**config.mk**
```make
export PLATFORM = sky130hd
export DESIGN_NAME = irq_vec_unit
export DESIGN_NICKNAME = d
export VERILOG_FILES = /design/src/rtl/irq_pkg.sv /design/src/rtl/irq_status_bank.sv /design/src/rtl/irq_vector_enc.sv /design/src/rtl/irq_reg_port.sv /design/src/rtl/irq_vec_unit.sv
export SDC_FILE = /design/constraint.sdc
export NUM_CORES = 1
export LEC_CHECK = 0
export ABC_CLOCK_PERIOD_IN_PS = 2450
export BUFFER_PORTS_ARGS = -buffer_cell sky130_fd_sc_hd__clkbuf_2
export CAP_MARGIN = 20
export CELL_PAD_IN_SITES_DETAIL_PLACEMENT = 1
export CELL_PAD_IN_SITES_GLOBAL_PLACEMENT = 2
export CORE_ASPECT_RATIO = 1.4
export CORE_MARGIN = 4
export CORE_UTILIZATION = 33
export CTS_BUF_LIST = sky130_fd_sc_hd__clkbuf_4
export DETAILED_ROUTE_END_ITERATION = 12
export PLACE_DENSITY = 0.94
export SLEW_MARGIN = 10
export SYNTH_ARGS = -nofsm -noshare
export SYNTH_HDL_FRONTEND = slang
export SYNTH_SLANG_ARGS = --single-unit
```
**constraint.sdc**
```tcl
create_clock -name clk -period 2.45 [get_ports clk]
set_input_delay 0.245 -clock clk [delete_from_list [all_inputs] [get_ports clk]]
set_output_delay 0.245 -clock clk [all_outputs]
set_load 0.02 [all_outputs]
```
**src/rtl/irq_pkg.sv**
```systemverilog
package irq_pkg;
    localparam int DATA_W   = 16;
    localparam int ADDR_W   = 2;
    localparam int NUM_VEC  = 5;
    localparam int CODE_W   = 3;
    localparam int BUSY_BIT = 12;

    localparam logic [ADDR_W-1:0] ADDR_STAT = 2'd0;
    localparam logic [ADDR_W-1:0] ADDR_EN   = 2'd1;
    localparam logic [ADDR_W-1:0] ADDR_VEC  = 2'd2;

    // latched event positions and enable-capable positions
    localparam logic [DATA_W-1:0] STICKY_MASK = 16'h6F1F;
    localparam logic [DATA_W-1:0] EN_MASK     = 16'h601F;

    typedef enum logic {
        ACC_IDLE = 1'b0,
        ACC_RESP = 1'b1
    } acc_state_e;
endpackage

```
**src/rtl/irq_status_bank.sv**
```systemverilog
module irq_status_bank #(
    parameter int                W           = irq_pkg::DATA_W,
    parameter logic [W-1:0]      STICKY_MASK = irq_pkg::STICKY_MASK,
    parameter int                BUSY_BIT    = irq_pkg::BUSY_BIT
) (
    input  logic         clk,
    input  logic         rst_n,
    input  logic [W-1:0] pulse,
    input  logic [W-1:0] clr,
    input  logic         busy,
    output logic [W-1:0] status
);
    logic [W-1:0] flag_q;

    for (genvar i = 0; i < W; i++) begin : g_bit
        if (STICKY_MASK[i]) begin : g_sticky
            always_ff @(posedge clk or negedge rst_n) begin
                if (!rst_n)
                    flag_q[i] <= 1'b0;
                else
                    flag_q[i] <= (flag_q[i] & ~clr[i]) | pulse[i];
            end
        end else begin : g_none
            assign flag_q[i] = 1'b0;
        end
    end

    always_comb begin
        status           = flag_q;
        status[BUSY_BIT] = busy;
    end

    assert_sticky_set_R2: assert property (@(posedge clk) disable iff (!rst_n)
        (|(pulse & STICKY_MASK)) |=>
        ((flag_q & $past(pulse & STICKY_MASK)) == $past(pulse & STICKY_MASK)));

    assert_clear_R3: assert property (@(posedge clk) disable iff (!rst_n)
        (|(clr & ~pulse & STICKY_MASK)) |=>
        ((flag_q & $past(clr & ~pulse & STICKY_MASK)) == '0));

    assert_collision_keeps_R4: assert property (@(posedge clk) disable iff (!rst_n)
        (|(clr & pulse & STICKY_MASK)) |=>
        ((flag_q & $past(clr & pulse & STICKY_MASK)) == $past(clr & pulse & STICKY_MASK)));
endmodule

```
**src/rtl/irq_vector_enc.sv**
```systemverilog
module irq_vector_enc #(
    parameter int N      = irq_pkg::NUM_VEC,
    parameter int CODE_W = irq_pkg::CODE_W
) (
    input  logic              clk,
    input  logic              rst_n,
    input  logic [N-1:0]      pend,
    output logic [CODE_W-1:0] code,
    output logic [N-1:0]      sel
);
    always_comb begin
        code = '0;
        sel  = '0;
        for (int i = N - 1; i >= 0; i--) begin
            if (pend[i]) begin
                code = CODE_W'(i + 1);
                sel  = '0;
                sel[i] = 1'b1;
            end
        end
    end

    assert_sel_onehot_R9: assert property (@(posedge clk) disable iff (!rst_n)
        $onehot0(sel));

    assert_code_range_R8: assert property (@(posedge clk) disable iff (!rst_n)
        (code <= CODE_W'(N)) && ((code == '0) == (pend == '0)));
endmodule

```
**src/rtl/irq_reg_port.sv**
```systemverilog
module irq_reg_port
    import irq_pkg::*;
#(
    parameter int W      = DATA_W,
    parameter int AW     = ADDR_W,
    parameter int N      = NUM_VEC,
    parameter int CW     = CODE_W
) (
    input  logic          clk,
    input  logic          rst_n,
    input  logic          reg_wr,
    input  logic          reg_rd,
    input  logic [AW-1:0] reg_addr,
    input  logic [W-1:0]  reg_wdata,
    input  logic [W-1:0]  status,
    input  logic [W-1:0]  enable,
    input  logic [CW-1:0] vec_code,
    input  logic [N-1:0]  vec_sel,
    output logic [W-1:0]  clr,
    output logic          en_we,
    output logic [W-1:0]  rdata,
    output logic          rvalid
);
    acc_state_e state_q, state_d;
    logic       rd_go;
    logic [W-1:0] rdata_q;

    assign rd_go = reg_rd && !reg_wr;

    always_ff @(posedge clk or negedge rst_n) begin
        if (!rst_n)
            state_q <= ACC_IDLE;
        else
            state_q <= state_d;
    end

    always_comb begin
        state_d = state_q;
        unique case (state_q)
            ACC_IDLE: if (rd_go)  state_d = ACC_RESP;
            ACC_RESP: if (!rd_go) state_d = ACC_IDLE;
            default:              state_d = ACC_IDLE;
        endcase
    end

    always_ff @(posedge clk or negedge rst_n) begin
        if (!rst_n)
            rdata_q <= '0;
        else if (rd_go) begin
            unique case (reg_addr)
                ADDR_STAT: rdata_q <= status;
                ADDR_EN:   rdata_q <= enable;
                ADDR_VEC:  rdata_q <= W'(vec_code);
                default:   rdata_q <= '0;
            endcase
        end
    end

    always_comb begin
        rvalid = (state_q == ACC_RESP);
        rdata  = rvalid ? rdata_q : '0;
        en_we  = reg_wr && (reg_addr == ADDR_EN);
        clr    = '0;
        if (reg_wr && reg_addr == ADDR_STAT)
            clr = reg_wdata;
        else if (rd_go && reg_addr == ADDR_VEC)
            clr = W'(vec_sel);
    end

    assert_read_latency_R10: assert property (@(posedge clk) disable iff (!rst_n)
        rd_go |=> rvalid);

    assert_no_spurious_valid_R10: assert property (@(posedge clk) disable iff (!rst_n)
        !rd_go |=> !rvalid);
endmodule

```
**src/rtl/irq_vec_unit.sv**
```systemverilog
module irq_vec_unit
    import irq_pkg::*;
(
    input  logic              clk,
    input  logic              rst_n,
    input  logic [DATA_W-1:0] ev_pulse,
    input  logic              bus_busy,
    input  logic              reg_wr,
    input  logic              reg_rd,
    input  logic [ADDR_W-1:0] reg_addr,
    input  logic [DATA_W-1:0] reg_wdata,
    output logic [DATA_W-1:0] reg_rdata,
    output logic              reg_rvalid,
    output logic              irq
);
    logic [DATA_W-1:0]  status;
    logic [DATA_W-1:0]  enable_q;
    logic [DATA_W-1:0]  clr;
    logic               en_we;
    logic [CODE_W-1:0]  vec_code;
    logic [NUM_VEC-1:0] vec_sel;

    irq_status_bank #(
        .W(DATA_W), .STICKY_MASK(STICKY_MASK), .BUSY_BIT(BUSY_BIT)
    ) u_bank (
        .clk(clk), .rst_n(rst_n), .pulse(ev_pulse), .clr(clr),
        .busy(bus_busy), .status(status)
    );

    irq_vector_enc #(.N(NUM_VEC), .CODE_W(CODE_W)) u_enc (
        .clk(clk), .rst_n(rst_n), .pend(status[NUM_VEC-1:0]),
        .code(vec_code), .sel(vec_sel)
    );

    irq_reg_port #(.W(DATA_W), .AW(ADDR_W), .N(NUM_VEC), .CW(CODE_W)) u_port (
        .clk(clk), .rst_n(rst_n), .reg_wr(reg_wr), .reg_rd(reg_rd),
        .reg_addr(reg_addr), .reg_wdata(reg_wdata), .status(status),
        .enable(enable_q), .vec_code(vec_code), .vec_sel(vec_sel),
        .clr(clr), .en_we(en_we), .rdata(reg_rdata), .rvalid(reg_rvalid)
    );

    always_ff @(posedge clk or negedge rst_n) begin
        if (!rst_n)
            enable_q <= '0;
        else if (en_we)
            enable_q <= reg_wdata & EN_MASK;
    end

    assign irq = |(status & enable_q);

    assert_enable_mask_R6: assert property (@(posedge clk) disable iff (!rst_n)
        en_we |=> (enable_q == $past(reg_wdata & EN_MASK)));

    assert_irq_needs_enable_R7: assert property (@(posedge clk) disable iff (!rst_n)
        (enable_q == '0) |-> !irq);
endmodule

```
==> results.md <==
- Status: finished clean
- Initial antenna violation count: 0
- Grt met3 use: 3.876%
- Slew HR: 47.40%
- CTS tree: yes
- Vias per cell: 4.708
- Routing usage on met1: 15.12%
- 1st-pass router iterations: 4
- CTS Buf Count: 5
- Sequential share of power: 56.5%
- Post-synthesis sequential area ratio: 52.19%
- Crit Path Class: register to output port
- Synth Warn #: 0
- Avg Cell Area, Syn: 11.01 µm²
- Register bit total from synthesis: 31
- Switch share: between 20% and 30%
- Cell taking the most area after synthesis: dfrtp_1
- Die H: 87.41 µm
- Largest net degree at the start of global routing: 32
- Clock power share: 26.9%
- Clk buf depth: 2
- DR WL/cell: 15.32 µm
- CTS Sinks: 31
- Layout Area Growth over Synthesis: 20.20%
- Power density cells: 602.0 nW/µm²
- Placed Cells: 231
- Final ANT Viol Nets: 0
- Min-Delay Path Class: primary input to register
- Top cell type's share of synthesized area: 52.19%
- Die area: 5657 µm²
- First-pass GRT wire length: 6.085 mm
- Clock latency on the worst-skew pair: 330 ps
- Cells after Synth: ~140
- Grt met2 use: ~25%
- Setup TNS Final: 0 ps
- Peak VDD IR: between 0.2 and 0.3 mV
- Internal power: about 0.00077 W
- I/O pin count: 57
- Post-place setup slack: 781.4 ps
- Distinct cells, synth: 30
- Initial DRC count: 43
- Async SR Flop Fraction: 100.0%
- Layout cells sized above 1: 33.33%
- Core Footprint: 4309 µm²
- Top post-synthesis cells by area: dfrtp_1, mux2_2, and2_1
- Vias in the first global route: 1,278
- Highest cell delay on the worst timing path: 410 ps
- Minimum clock period: 1611 ps
- Leakage: 0.8404 nW
- Post-route setup slack: between 800 and 900 ps
- Fin nets: 218
- Final wirelength: ~3.7 mm
- Max Freq: 620.7 MHz
- Critical Path Slowest Stage Cell: dfrtp_1
- Via Count: 1,130
- Dominant synthesized flop cell: dfrtp_1
- Pins Over Slew Limit: 0
- GPL Wtd Cong: 0.7621
- # H-tree levels: 2
- Starting Density: around a third
- GR Overflow Total: 0
- Max Fanout on Critical Path: 3
- Crit path launch type: register
- Crit. End Element: output port
- CP arrival: 1370 ps
- Worst-margin pin slew: 788.9 ps
- Commonest non-fill, non-tap cell in the layout: clkbuf_2
- RSZ-0062 raised after global routing: false
- Root Driver: clkbuf_4
- DP HPWL: 2.888 mm
- Sw Pwr: slightly above 0.0003 W
- Commonest cells after routing, fill and taps aside: clkbuf_2, dfrtp_1, nand2_1
- Fillers: 501
- GR Util All Layers: 14.29%
- Multi-input logic area: 651.9 µm²
- Reg clk slew, reported paths: about 90 ps
- Global route hottest layer: met2
- Logic pwr share: 16.6%
- Storage cell area: roughly 780 µm²
- # rows: 28
- I/O Buffers: 42
- Worst path required time: 2200 ps
- Post-synthesis cell area: between 1000 and 1500 µm²
- Final Hold Vio Count: 0
- Final setup violation count: 0
- Ant. Diodes: 0
- Clock Skews: between 4 and 5 ps
- Cell Chain, Critical Path: a222oi_1 > nand3_1 > clkbuf_2
- Non-filler cells, final: 240
- Drt drc: 0
- Die X-Extent: 64.72 µm
- EDFF count, synth: 0
- Final period util: ~66%
- Number of max-cap violations: 0
-- critical path: cells and delay by family (launching register included) --
| family | cells | cell delay, ps |
|---|---|---|
| AO/OA/AOI/OAI | 1 | 330 |
| buffers and inverters | 1 | 180 |
| flip-flops | 1 | 410 |
| AND/OR/NAND/NOR | 1 | 120 |
-- path summary, 6_finish.rpt --
kind                                endpoint  slack, ps  cells after the start              start
hold / removal             u_bank.status[14]         90                      2       ev_pulse[14]
hold reg to reg            u_port.rdata_q[2]        480                      2  u_port.rdata_q[2]
max in group asynchronous   u_bank.status[9]       1420                      2              rst_n
setup reg to reg            u_bank.status[4]       1050                      3   u_bank.status[0]
setup / recovery                         irq        840                      3  u_bank.status[14]
min in group asynchronous  u_port.rdata_q[1]        530                      2              rst_n
-- metrics by stage --
| stage | power (W) | instance area (µm²) | hold slack (ps) | utilization (%) |
|---|---|---|---|---|
| 2_1_floorplan | 0.0007233 | 1498 | -50.59 | - |
| 3_3_place_gp | 0.0007815 | 1724 | 328.2 | 40.01 |
| 3_5_place_dp | 0.0007970 | 1724 | 360.7 | 40.01 |
| 4_1_cts | 0.001089 | 1787 | 76.43 | 41.46 |
| 5_1_grt | 0.001139 | 1787 | 72.41 | 41.46 |
| 6_report | 0.001076 | 1787 | 88.85 | 41.46 |
-- state kept, by name (all words and copies together) (netlist names) --
register        cells
u_port.rdata_q     12
u_bank.status      11
enable_q            7
u_port.rvalid       1
-- power groups by stage --
stage / clock [W] / combinational [W] / sequential, W
floorplan: 0 / 0.000121 / 0.000602
global placement: 0 / 0.000168 / 0.000613
detailed placement: 0 / 0.000178 / 0.000619
CTS: 0.000298 / 0.000182 / 0.000609
global route: 0.000323 / 0.000200 / 0.000616
finish: 0.000290 / 0.000178 / 0.000608
-- synth_stat cells (3+ instances only) --
| cell | instances |
|---|---|
| a22o_1 | 5 |
| buf_4 | 4 |
| mux2_2 | 7 |
| a21oi_1 | 3 |
| nand2_1 | 17 |
| mux2i_1 | 6 |
| dfrtp_1 | 31 |
| inv_1 | 3 |
| a22oi_1 | 3 |
| o21ai_0 | 9 |
| o32a_1 | 3 |
| and2_1 | 12 |
| a21o_1 | 8 |
| nand2b_1 | 4 |
-- area by class of cell --
cell class | instances | share of cell area (%)
Multi-Input combinational cell | 95 | 36.48
Clock inverter | 2 | 0.4202
Tap cell | 60 | 4.202
Inverter | 3 | 0.6303
Timing Repair Buffer | 43 | 12.32
Sequential cell | 31 | 43.42
Clock buffer | 6 | 2.521
-- kinds of logic after synthesis --
kind of cell / Yosys count / share of synthesized area, %
compound gates: 36 / 17.42
flops: 31 / 52.19
other cells: 1 / 0.2523
mux: 13 / 9.344
simple gates: 42 / 16.08
buf+inv: 12 / 4.714
-- per-layer routing --
metal,vias to the layer above,share of wire [%]
met3,8,5.3
met1,531,39
met4,0,2.9
met5,-,0
met2,35,52
li1,556,-
-- what timing repair did --
| action | 4_1_cts | 5_1_grt |
|---|---|---|
| hold buffers | 1 | 0 |
| setup buffers | 0 | 0 |
| resized for setup | 0 | 0 |
| endpoints found under the hold margin | 17 | 0 |
Power figures use the tool's default switching activity.
